[src/rtl/dac_spi_pkg.sv]
package dac_spi_pkg;

  localparam int unsigned CMD_W = 4;

  localparam logic [CMD_W-1:0] OP_NOP     = 4'b0000;
  localparam logic [CMD_W-1:0] OP_LD_HOLD = 4'b0010;
  localparam logic [CMD_W-1:0] OP_LD_BOTH = 4'b0100;
  localparam logic [CMD_W-1:0] OP_XFER    = 4'b0110;
  localparam logic [CMD_W-1:0] OP_SLEEP   = 4'b1000;
  localparam logic [CMD_W-1:0] OP_WAKE    = 4'b1100;

  typedef enum logic [2:0] {
    ACT_NONE,
    ACT_HOLD,
    ACT_BOTH,
    ACT_XFER,
    ACT_SLEEP,
    ACT_WAKE
  } act_e;

  function automatic act_e decode_op(input logic [CMD_W-1:0] op);
    act_e a;
    case (op)
      OP_LD_HOLD: a = ACT_HOLD;
      OP_LD_BOTH: a = ACT_BOTH;
      OP_XFER:    a = ACT_XFER;
      OP_SLEEP:   a = ACT_SLEEP;
      OP_WAKE:    a = ACT_WAKE;
      default:    a = ACT_NONE;
    endcase
    return a;
  endfunction

endpackage

[src/rtl/dac_spi_sync.sv]
module dac_spi_sync #(
  parameter int unsigned W      = 1,
  parameter int unsigned STAGES = 2,
  parameter logic [W-1:0] RST_VAL = '0
) (
  input  logic         clk,
  input  logic         rst_n,
  input  logic [W-1:0] d,
  output logic [W-1:0] q
);

  generate
    if (STAGES == 0) begin : g_bypass
      assign q = d;
    end else begin : g_chain
      logic [W-1:0] stg_q [STAGES];
      logic [W-1:0] stg_d [STAGES];

      always_comb begin
        stg_d[0] = d;
        for (int i = 1; i < STAGES; i++) begin
          stg_d[i] = stg_q[i-1];
        end
      end

      always_ff @(posedge clk or negedge rst_n) begin
        if (!rst_n) begin
          for (int i = 0; i < STAGES; i++) begin
            stg_q[i] <= RST_VAL;
          end
        end else begin
          for (int i = 0; i < STAGES; i++) begin
            stg_q[i] <= stg_d[i];
          end
        end
      end

      assign q = stg_q[STAGES-1];
    end
  endgenerate

endmodule

[src/rtl/dac_spi_shifter.sv]
module dac_spi_shifter #(
  parameter int unsigned FRAME_W = 16,
  parameter int unsigned CNT_W   = 6
) (
  input  logic               clk,
  input  logic               rst_n,
  input  logic               sclk_s,
  input  logic               csn_s,
  input  logic               mosi_s,
  output logic [FRAME_W-1:0] frame,
  output logic [CNT_W-1:0]   bit_cnt,
  output logic               cs_rise,
  output logic               sdo
);

  localparam logic [CNT_W-1:0] CNT_MAX = '1;

  logic               sclk_p, csn_p;
  logic [FRAME_W-1:0] sr_q, sr_d;
  logic [CNT_W-1:0]   cnt_q, cnt_d;
  logic               sdo_q, sdo_d;
  logic               sel, sclk_up, sclk_dn, cs_up, cs_dn;

  always_comb begin
    sel     = ~csn_s;
    sclk_up = sclk_s & ~sclk_p;
    sclk_dn = ~sclk_s & sclk_p;
    cs_up   = csn_s & ~csn_p;
    cs_dn   = ~csn_s & csn_p;
  end

  always_comb begin
    sr_d  = sr_q;
    cnt_d = cnt_q;
    sdo_d = sdo_q;
    if (cs_dn) begin
      cnt_d = '0;
    end
    if (sel && sclk_up) begin
      sr_d  = {sr_q[FRAME_W-2:0], mosi_s};
      cnt_d = (cnt_q == CNT_MAX) ? cnt_q : cnt_q + 1'b1;
    end
    if (sel && sclk_dn) begin
      sdo_d = sr_q[FRAME_W-1];
    end
  end

  always_ff @(posedge clk or negedge rst_n) begin
    if (!rst_n) begin
      sclk_p <= 1'b0;
      csn_p  <= 1'b1;
      sr_q   <= '0;
      cnt_q  <= '0;
      sdo_q  <= 1'b0;
    end else begin
      sclk_p <= sclk_s;
      csn_p  <= csn_s;
      sr_q   <= sr_d;
      cnt_q  <= cnt_d;
      sdo_q  <= sdo_d;
    end
  end

  assign frame   = sr_q;
  assign bit_cnt = cnt_q;
  assign cs_rise = cs_up;
  assign sdo     = sdo_q;

  // serial output moves only after a falling serial clock while selected
  a_r10_sdo_on_fall_only: assert property (@(posedge clk) disable iff (!rst_n)
    !(~csn_s && sclk_p && ~sclk_s) |=> $stable(sdo_q));

  // no shifting while deselected
  a_r11_no_shift_idle: assert property (@(posedge clk) disable iff (!rst_n)
    csn_s |=> $stable(sr_q));

  // MSB-first shift takes the sampled data bit into position 0
  a_r11_lsb_gets_mosi: assert property (@(posedge clk) disable iff (!rst_n)
    (~csn_s && sclk_s && ~sclk_p) |=> (sr_q[0] == $past(mosi_s)));

endmodule

[src/rtl/dac_spi_cmdregs.sv]
module dac_spi_cmdregs
  import dac_spi_pkg::*;
#(
  parameter int unsigned DATA_W = 12,
  parameter int unsigned CNT_W  = 6
) (
  input  logic                      clk,
  input  logic                      rst_n,
  input  logic                      latch,
  input  logic [CMD_W+DATA_W-1:0]   frame,
  input  logic [CNT_W-1:0]          bit_cnt,
  output logic [DATA_W-1:0]         hold_q,
  output logic [DATA_W-1:0]         dac_q,
  output logic                      sleep_q,
  output logic                      len_err_q
);

  localparam int unsigned FRAME_W = CMD_W + DATA_W;
  localparam logic [CNT_W-1:0] CNT_FULL = CNT_W'(FRAME_W);

  logic [CMD_W-1:0]  op;
  logic [DATA_W-1:0] payload;
  act_e              act;
  logic [DATA_W-1:0] hold_d, dac_d;
  logic              sleep_d, len_err_d;

  always_comb begin
    op      = frame[FRAME_W-1 -: CMD_W];
    payload = frame[DATA_W-1:0];
    act     = decode_op(op);
  end

  always_comb begin
    hold_d    = hold_q;
    dac_d     = dac_q;
    sleep_d   = sleep_q;
    len_err_d = len_err_q;
    if (latch) begin
      len_err_d = (bit_cnt != CNT_FULL);
      case (act)
        ACT_HOLD:  hold_d = payload;
        ACT_BOTH:  begin
          hold_d = payload;
          dac_d  = payload;
        end
        ACT_XFER:  dac_d   = hold_q;
        ACT_SLEEP: sleep_d = 1'b1;
        ACT_WAKE:  sleep_d = 1'b0;
        default:   ;
      endcase
    end
  end

  always_ff @(posedge clk or negedge rst_n) begin
    if (!rst_n) begin
      hold_q    <= '0;
      dac_q     <= '0;
      sleep_q   <= 1'b0;
      len_err_q <= 1'b0;
    end else begin
      hold_q    <= hold_d;
      dac_q     <= dac_d;
      sleep_q   <= sleep_d;
      len_err_q <= len_err_d;
    end
  end

  // nothing moves between select edges
  a_r8_quiet_without_latch: assert property (@(posedge clk) disable iff (!rst_n)
    !latch |=> ($stable(dac_q) && $stable(hold_q) && $stable(sleep_q)));

  // holding-only load keeps the converter code
  a_r3_hold_only: assert property (@(posedge clk) disable iff (!rst_n)
    (latch && op == 4'b0010) |=> ($stable(dac_q) && $stable(sleep_q)));

  // transfer copies holding into converter and keeps holding
  a_r5_xfer_copy: assert property (@(posedge clk) disable iff (!rst_n)
    (latch && op == 4'b0110) |=> (dac_q == $past(hold_q) && $stable(hold_q)));

  // reserved codes leave all state alone
  a_r7_reserved_inert: assert property (@(posedge clk) disable iff (!rst_n)
    (latch && !(op inside {4'b0000, 4'b0010, 4'b0100, 4'b0110, 4'b1000, 4'b1100}))
      |=> ($stable(dac_q) && $stable(hold_q) && $stable(sleep_q)));

  // an exact-length frame clears the length flag
  a_r9_full_frame_clears: assert property (@(posedge clk) disable iff (!rst_n)
    (latch && bit_cnt == CNT_FULL) |=> !len_err_q);

endmodule

[src/rtl/dac_spi_ctrl.sv]
module dac_spi_ctrl
  import dac_spi_pkg::*;
#(
  parameter int unsigned DATA_W      = 12,
  parameter int unsigned SYNC_STAGES = 2
) (
  input  logic              clk,
  input  logic              rst_n,
  input  logic              spi_sclk,
  input  logic              spi_csn,
  input  logic              spi_mosi,
  output logic              spi_sdo,
  output logic [DATA_W-1:0] dac_code,
  output logic [DATA_W-1:0] hold_code,
  output logic              sleep,
  output logic              frame_len_err
);

  localparam int unsigned FRAME_W = CMD_W + DATA_W;
  localparam int unsigned CNT_W   = $clog2(FRAME_W + 1) + 1;

  logic              rst_meta_q, rst_sync_q;
  logic [2:0]        pins_s;
  logic [FRAME_W-1:0] frame;
  logic [CNT_W-1:0]  bit_cnt;
  logic              cs_rise;

  always_ff @(posedge clk or negedge rst_n) begin
    if (!rst_n) begin
      rst_meta_q <= 1'b0;
      rst_sync_q <= 1'b0;
    end else begin
      rst_meta_q <= 1'b1;
      rst_sync_q <= rst_meta_q;
    end
  end

  dac_spi_sync #(
    .W      (3),
    .STAGES (SYNC_STAGES),
    .RST_VAL(3'b010)
  ) u_sync (
    .clk  (clk),
    .rst_n(rst_sync_q),
    .d    ({spi_sclk, spi_csn, spi_mosi}),
    .q    (pins_s)
  );

  dac_spi_shifter #(
    .FRAME_W(FRAME_W),
    .CNT_W  (CNT_W)
  ) u_shift (
    .clk    (clk),
    .rst_n  (rst_sync_q),
    .sclk_s (pins_s[2]),
    .csn_s  (pins_s[1]),
    .mosi_s (pins_s[0]),
    .frame  (frame),
    .bit_cnt(bit_cnt),
    .cs_rise(cs_rise),
    .sdo    (spi_sdo)
  );

  dac_spi_cmdregs #(
    .DATA_W(DATA_W),
    .CNT_W (CNT_W)
  ) u_regs (
    .clk      (clk),
    .rst_n    (rst_sync_q),
    .latch    (cs_rise),
    .frame    (frame),
    .bit_cnt  (bit_cnt),
    .hold_q   (hold_code),
    .dac_q    (dac_code),
    .sleep_q  (sleep),
    .len_err_q(frame_len_err)
  );

  // reset leaves every output at zero
  a_r1_reset_zero: assert property (@(posedge clk) disable iff (!rst_n)
    !rst_sync_q |=> (dac_code == '0 && hold_code == '0 && !sleep && !frame_len_err && !spi_sdo));

endmodule

[config.mk]
export PLATFORM = sky130hd
export DESIGN_NAME = dac_spi_ctrl
export DESIGN_NICKNAME = d
export VERILOG_FILES = /design/src/rtl/dac_spi_pkg.sv /design/src/rtl/dac_spi_sync.sv /design/src/rtl/dac_spi_shifter.sv /design/src/rtl/dac_spi_cmdregs.sv /design/src/rtl/dac_spi_ctrl.sv
export SDC_FILE = /design/constraint.sdc
export NUM_CORES = 1
export LEC_CHECK = 0
export CORE_MARGIN = 1.5
export CORE_UTILIZATION = 35
export CTS_BUF_LIST = sky130_fd_sc_hd__clkbuf_4 sky130_fd_sc_hd__clkbuf_8 sky130_fd_sc_hd__clkbuf_16
export DETAILED_ROUTE_END_ITERATION = 12
export PLACE_DENSITY = 0.65
export SYNTH_ARGS = -nofsm -noshare
export SYNTH_HDL_FRONTEND = slang
export SYNTH_SLANG_ARGS = --single-unit
[constraint.sdc]
create_clock -name clk -period 3.7 [get_ports clk]
set_clock_uncertainty 0.1 [all_clocks]
set_input_delay 0.74 -clock clk [delete_from_list [all_inputs] [get_ports clk]]
set_output_delay 0.74 -clock clk [all_outputs]
set_load 0.03 [all_outputs]
==> metrics.txt <==
# TYPE chip_impl_metric gauge
chip_impl_metric{name="synth.lib_cells_used.distinct",unit=""} 34
chip_impl_metric{name="vdd.ir_drop.worst",unit="mV"} 0.2305
chip_impl_metric{name="synth_sequential_area_ratio",unit=""} 0.6079
chip_impl_metric{name="seqPwrFrac",unit=""} 0.522
chip_impl_metric{name="port-buffer-count",unit=""} 31
chip_impl_metric{name="detailroute.wirelength.met2",unit="µm"} 1916
chip_impl_metric{name="power.share.combinational",unit=""} 0.083
chip_impl_metric{name="placementRows",unit=""} 30
chip_impl_metric{name="vias_per_cell",unit=""} 4.976
chip_impl_info{name="run_status",value="complete, no violations"} 1
chip_impl_metric{name="diodes",unit=""} 0
chip_impl_metric{name="final_max_slew_viol_count",unit=""} 0
chip_impl_metric{name="global_route.overflow_total",unit=""} 0
chip_impl_metric{name="clock_latency_late_sink",unit="ns"} 0.33
chip_impl_info{name="endpoint_kind",value="primary output"} 1
chip_impl_info{name="cp_top_family",value="buffers and inverters"} 1
chip_impl_metric{name="finalNonFillerCells",unit=""} 293
chip_impl_info{name="synth_common_cells",value="sky130_fd_sc_hd__dfrtp_1 (56), sky130_fd_sc_hd__mux2_2 (33), sky130_fd_sc_hd__mux2_1 (20)"} 1
chip_impl_metric{name="syn2layout_area_growth",unit="%"} 24.51
chip_impl_metric{name="postSynthAreaPerCell",unit="µm²"} 14.32
chip_impl_metric{name="pin_count",unit=""} 32
chip_impl_metric{name="post_cts.resized_instances",unit=""} 0
chip_impl_info{name="ys_top_cells_by_area",value="sky130_fd_sc_hd__dfrtp_1 (58%), sky130_fd_sc_hd__mux2_2 (15%), sky130_fd_sc_hd__mux2_1 (9.2%)"} 1
chip_impl_metric{name="synth.net_count",unit=""} 177
chip_impl_info{name="tritoncts",value="yes"} 1
chip_impl_metric{name="power_switching",unit="mW"} 0.3262
chip_impl_metric{name="worst-endpoint-arrival",unit="ns"} 1.38
chip_impl_metric{name="design.core.area",unit="µm²"} 6756
chip_impl_metric{name="pwr_density_cell",unit="nW/µm²"} 477.0
chip_impl_metric{name="timing.final.setup_violations",unit=""} 0
chip_impl_metric{name="ant_nets",unit=""} 0
chip_impl_info{name="most_frequent_cell_after_synthesis",value="sky130_fd_sc_hd__dfrtp_1"} 1
chip_impl_metric{name="synth-async-reset-ratio",unit=""} 1.000
chip_impl_metric{name="drtIter0Drc",unit=""} 55
chip_impl_metric{name="drt_pre_antenna_iters",unit=""} 4
chip_impl_metric{name="first_global_vias",unit=""} 1414
chip_impl_metric{name="dp_hpwl",unit="µm"} 2710
chip_impl_metric{name="critical-path-max-stage-delay",unit="ns"} 0.68
chip_impl_metric{name="detailroute.via_count",unit=""} 1458
chip_impl_metric{name="met3RoutedLength",unit="µm"} 214
chip_impl_info{name="timing.setup.critical_path_class",value="flip-flop to primary output"} 1
chip_impl_metric{name="power_leakage",unit="nW"} 1.424
chip_impl_metric{name="nets",unit=""} 215
chip_impl_metric{name="gp_routability_congestion",unit=""} 0.8257
chip_impl_metric{name="number_of_buffers_inserted_by_post_cts_setup_repair",unit=""} 0
chip_impl_metric{name="max-clock-path-buffers",unit=""} 2
chip_impl_metric{name="route.detailed.drc",unit=""} 0
chip_impl_metric{name="synth.cell_area",unit="µm²"} 2435
chip_impl_metric{name="wl",unit="µm"} 4162
chip_impl_metric{name="global_route_wire_length_before_repair",unit="µm"} 6920
chip_impl_metric{name="pin_count_of_the_biggest_net_entering_global_routing",unit=""} 33
chip_impl_metric{name="count_of_buffering_cells_on_the_critical_path_with_inverters_included",unit=""} 1
chip_impl_metric{name="dpl.cell_count",unit=""} 277
chip_impl_metric{name="maximum_achievable_frequency",unit="MHz"} 450.7
chip_impl_metric{name="routedWlPerCell",unit="µm"} 14.20
chip_impl_metric{name="worstPathRequired",unit="ns"} 2.86
chip_impl_metric{name="clkSinkCount",unit=""} 59
chip_impl_metric{name="final.fill_count",unit=""} 631
chip_impl_metric{name="height_of_the_die",unit="µm"} 86.41
chip_impl_metric{name="fin_crit",unit="ns"} 2.219
chip_impl_metric{name="setup_tns",unit="ns"} 0
chip_impl_info{name="top_signal_layer_used",value="met4"} 1
chip_impl_metric{name="yosys_warnings",unit=""} 0
chip_impl_metric{name="p_clk_frac",unit=""} 0.395
chip_impl_metric{name="ys_ff_latch",unit=""} 59
chip_impl_info{name="crit_path_cell_trace",value="clkdlybuf4s50_1"} 1
chip_impl_metric{name="clock_buffer_count_from_cts",unit=""} 9
chip_impl_metric{name="clkSlewWorstSetupHoldPaths",unit="ns"} 0.06
chip_impl_metric{name="wl_met1",unit="µm"} 2012
chip_impl_metric{name="drv.max_cap_violation_count",unit=""} 0
chip_impl_metric{name="fraction_of_the_cycle_the_final_worst_path_needs",unit=""} 0.5997
chip_impl_metric{name="post_synth_inst_count",unit=""} 170
chip_impl_metric{name="timing.slew.headroom",unit=""} 0.5289
chip_impl_metric{name="number_of_enable_type_register_cells_in_the_synthesized_netlist",unit=""} 0
chip_impl_info{name="ctsRootBufferMaster",value="sky130_fd_sc_hd__clkbuf_8"} 1
chip_impl_metric{name="hold_buf_count_cts",unit=""} 0
chip_impl_metric{name="path_max_fanout",unit=""} 3
chip_impl_metric{name="htreeDepth",unit=""} 3
chip_impl_metric{name="switching_share_of_power",unit=""} 0.2256
chip_impl_metric{name="design.die.area",unit="µm²"} 7466
chip_impl_metric{name="initial_antenna_violation_count",unit=""} 0
chip_impl_metric{name="p_int",unit="mW"} 1.120
chip_impl_info{name="unrepaired_setup_endpoints_after_global_routing",value="false"} 1
chip_impl_metric{name="final_hold_viol_count",unit=""} 0
chip_impl_metric{name="yosys.area.top_type_share",unit=""} 0.5755
chip_impl_info{name="critical_path.slowest_cell",value="sky130_fd_sc_hd__clkdlybuf4s50_1"} 1
chip_impl_info{name="cp-start-kind",value="flip-flop"} 1
chip_impl_metric{name="die_width",unit="µm"} 86.41
chip_impl_info{name="holdCritPathClass",value="flip-flop to async pin"} 1
chip_impl_metric{name="worst_slew_pin_slew",unit="ns"} 0.7067
chip_impl_metric{name="floorplan.initialDensity",unit=""} 0.3604
chip_impl_info{name="synth_flop_cell",value="sky130_fd_sc_hd__dfrtp_1"} 1
chip_impl_info{name="synth.largest_area_cell",value="sky130_fd_sc_hd__dfrtp_1"} 1
chip_impl_metric{name="globalRouteTotalUtil",unit=""} 0.1236
chip_impl_metric{name="layout.core_utilization",unit=""} 0.4487
chip_impl_metric{name="final_layout_size_suffix_gt1_frac",unit=""} 0.2770
-- power by group through the flow --
| stage | sequential, mW | combinational, mW | clock (mW) |
|---|---|---|---|
| after CTS | 0.756 | 0.124 | 0.597 |
| after global routing | 0.766 | 0.133 | 0.625 |
| after global placement | 0.765 | 0.120 | 0 |
| after floorplan | 0.754 | 0.0936 | 0 |
| final | 0.755 | 0.120 | 0.571 |
| after detailed placement | 0.767 | 0.123 | 0 |
-- cells by family (layout without fill, tap and decap cells) --
logic type                 after synthesis  in the layout  share of synthesized area
other                                    1              1                   0.001540
AOI/OAI and AO/OA                       12             12                    0.03238
DFF                                     59             59                     0.6079
adders and majority gates                2              2                    0.01028
xor gates and xnor gates                 1              1                   0.003598
and+or+nand+nor                         30             30                    0.07040
buffers and inverters                   10             53                    0.02055
muxes                                   55             55                     0.2533
-- placed cells by master, fill, tap and decap left out, types with 2 or more instances in the layout --
cell and n:
sky130_fd_sc_hd__clkdlybuf4s50_1 31, sky130_fd_sc_hd__nand2b_1 2, sky130_fd_sc_hd__clkbuf_8 14, sky130_fd_sc_hd__ha_1 2, sky130_fd_sc_hd__nand2_1 9, sky130_fd_sc_hd__inv_1 4
sky130_fd_sc_hd__o21ai_0 3, sky130_fd_sc_hd__nand3_1 3, sky130_fd_sc_hd__buf_4 2, sky130_fd_sc_hd__nor2b_1 2, sky130_fd_sc_hd__a31oi_1 2, sky130_fd_sc_hd__dfstp_2 3
sky130_fd_sc_hd__and3_1 2, sky130_fd_sc_hd__mux2i_1 2, sky130_fd_sc_hd__a21oi_1 2, sky130_fd_sc_hd__nor2_1 3, sky130_fd_sc_hd__mux2_2 33, sky130_fd_sc_hd__dfrtp_1 55
sky130_fd_sc_hd__mux2_1 20
-- registers in the layout, summed over array words and instances, names as in the netlist --
signal and flops:
u_shift.frame 16, u_regs.dac_q 12, u_shift.bit_cnt 6, rst_meta_q 1, u_sync.q 3, u_shift.sclk_p 1, u_shift.sdo 1, u_regs.sleep_q 1
u_sync.g_chain.stg_d 3, rst_sync_q 1, u_regs.len_err_q 1, u_shift.csn_p 1, u_regs.hold_q 12
-- stage by stage --
| step | total power [mW] | instance area, µm² | hold slack, ns | setup WS, ns |
|---|---|---|---|---|
| after floorplan | 0.8478 | 2435 | 0.2312 | 1.841 |
| after global placement | 0.8846 | 2826 | 0.2330 | 1.659 |
| after detailed placement | 0.8906 | 2826 | 0.2364 | 1.601 |
| after CTS | 1.477 | 3032 | 0.2470 | 1.440 |
| after global routing | 1.524 | 3032 | 0.2599 | 1.412 |
| final | 1.446 | 3032 | 0.2196 | 1.481 |
-- layer usage --
metal,global-route usage,vias to the layer above
li1,-,689
met1,0.1538,727
met2,0.1861,38
met3,0.06095,4
met4,0.04545,0
met5,0,-
-- cell type report --
class | count | area (µm²) | area share
clock buffers | 15 | 200.2 | 0.06603
clock inverters | 1 | 5.005 | 0.001651
inverters | 4 | 15.01 | 0.004953
multi-input cells | 101 | 904.6 | 0.2984
flip-flops and latches | 59 | 1481 | 0.4886
well taps | 80 | 100.1 | 0.03302
repair buffers | 33 | 325.3 | 0.1073
-- path summary, 6_finish.rpt --
kind | startpoint | end | slack (ns) | cells after the start
max | u_regs.hold_q[5] | hold_code[5] | 1.48 | 1
min | rst_sync_q | u_shift.frame[3] | 0.22 | 0
max reg2reg | u_shift.frame[13] | u_regs.hold_q[2] | 1.63 | 3
min reg2reg | rst_sync_q | u_shift.frame[3] | 0.22 | 0
max in group asynchronous | rst_sync_q | u_shift.csn_p | 2.43 | 1
min in group clk | u_sync.g_chain.stg_d[0] | u_sync.q[0] | 0.25 | 0
No activity file was read; power rests on OpenSTA's default activity.
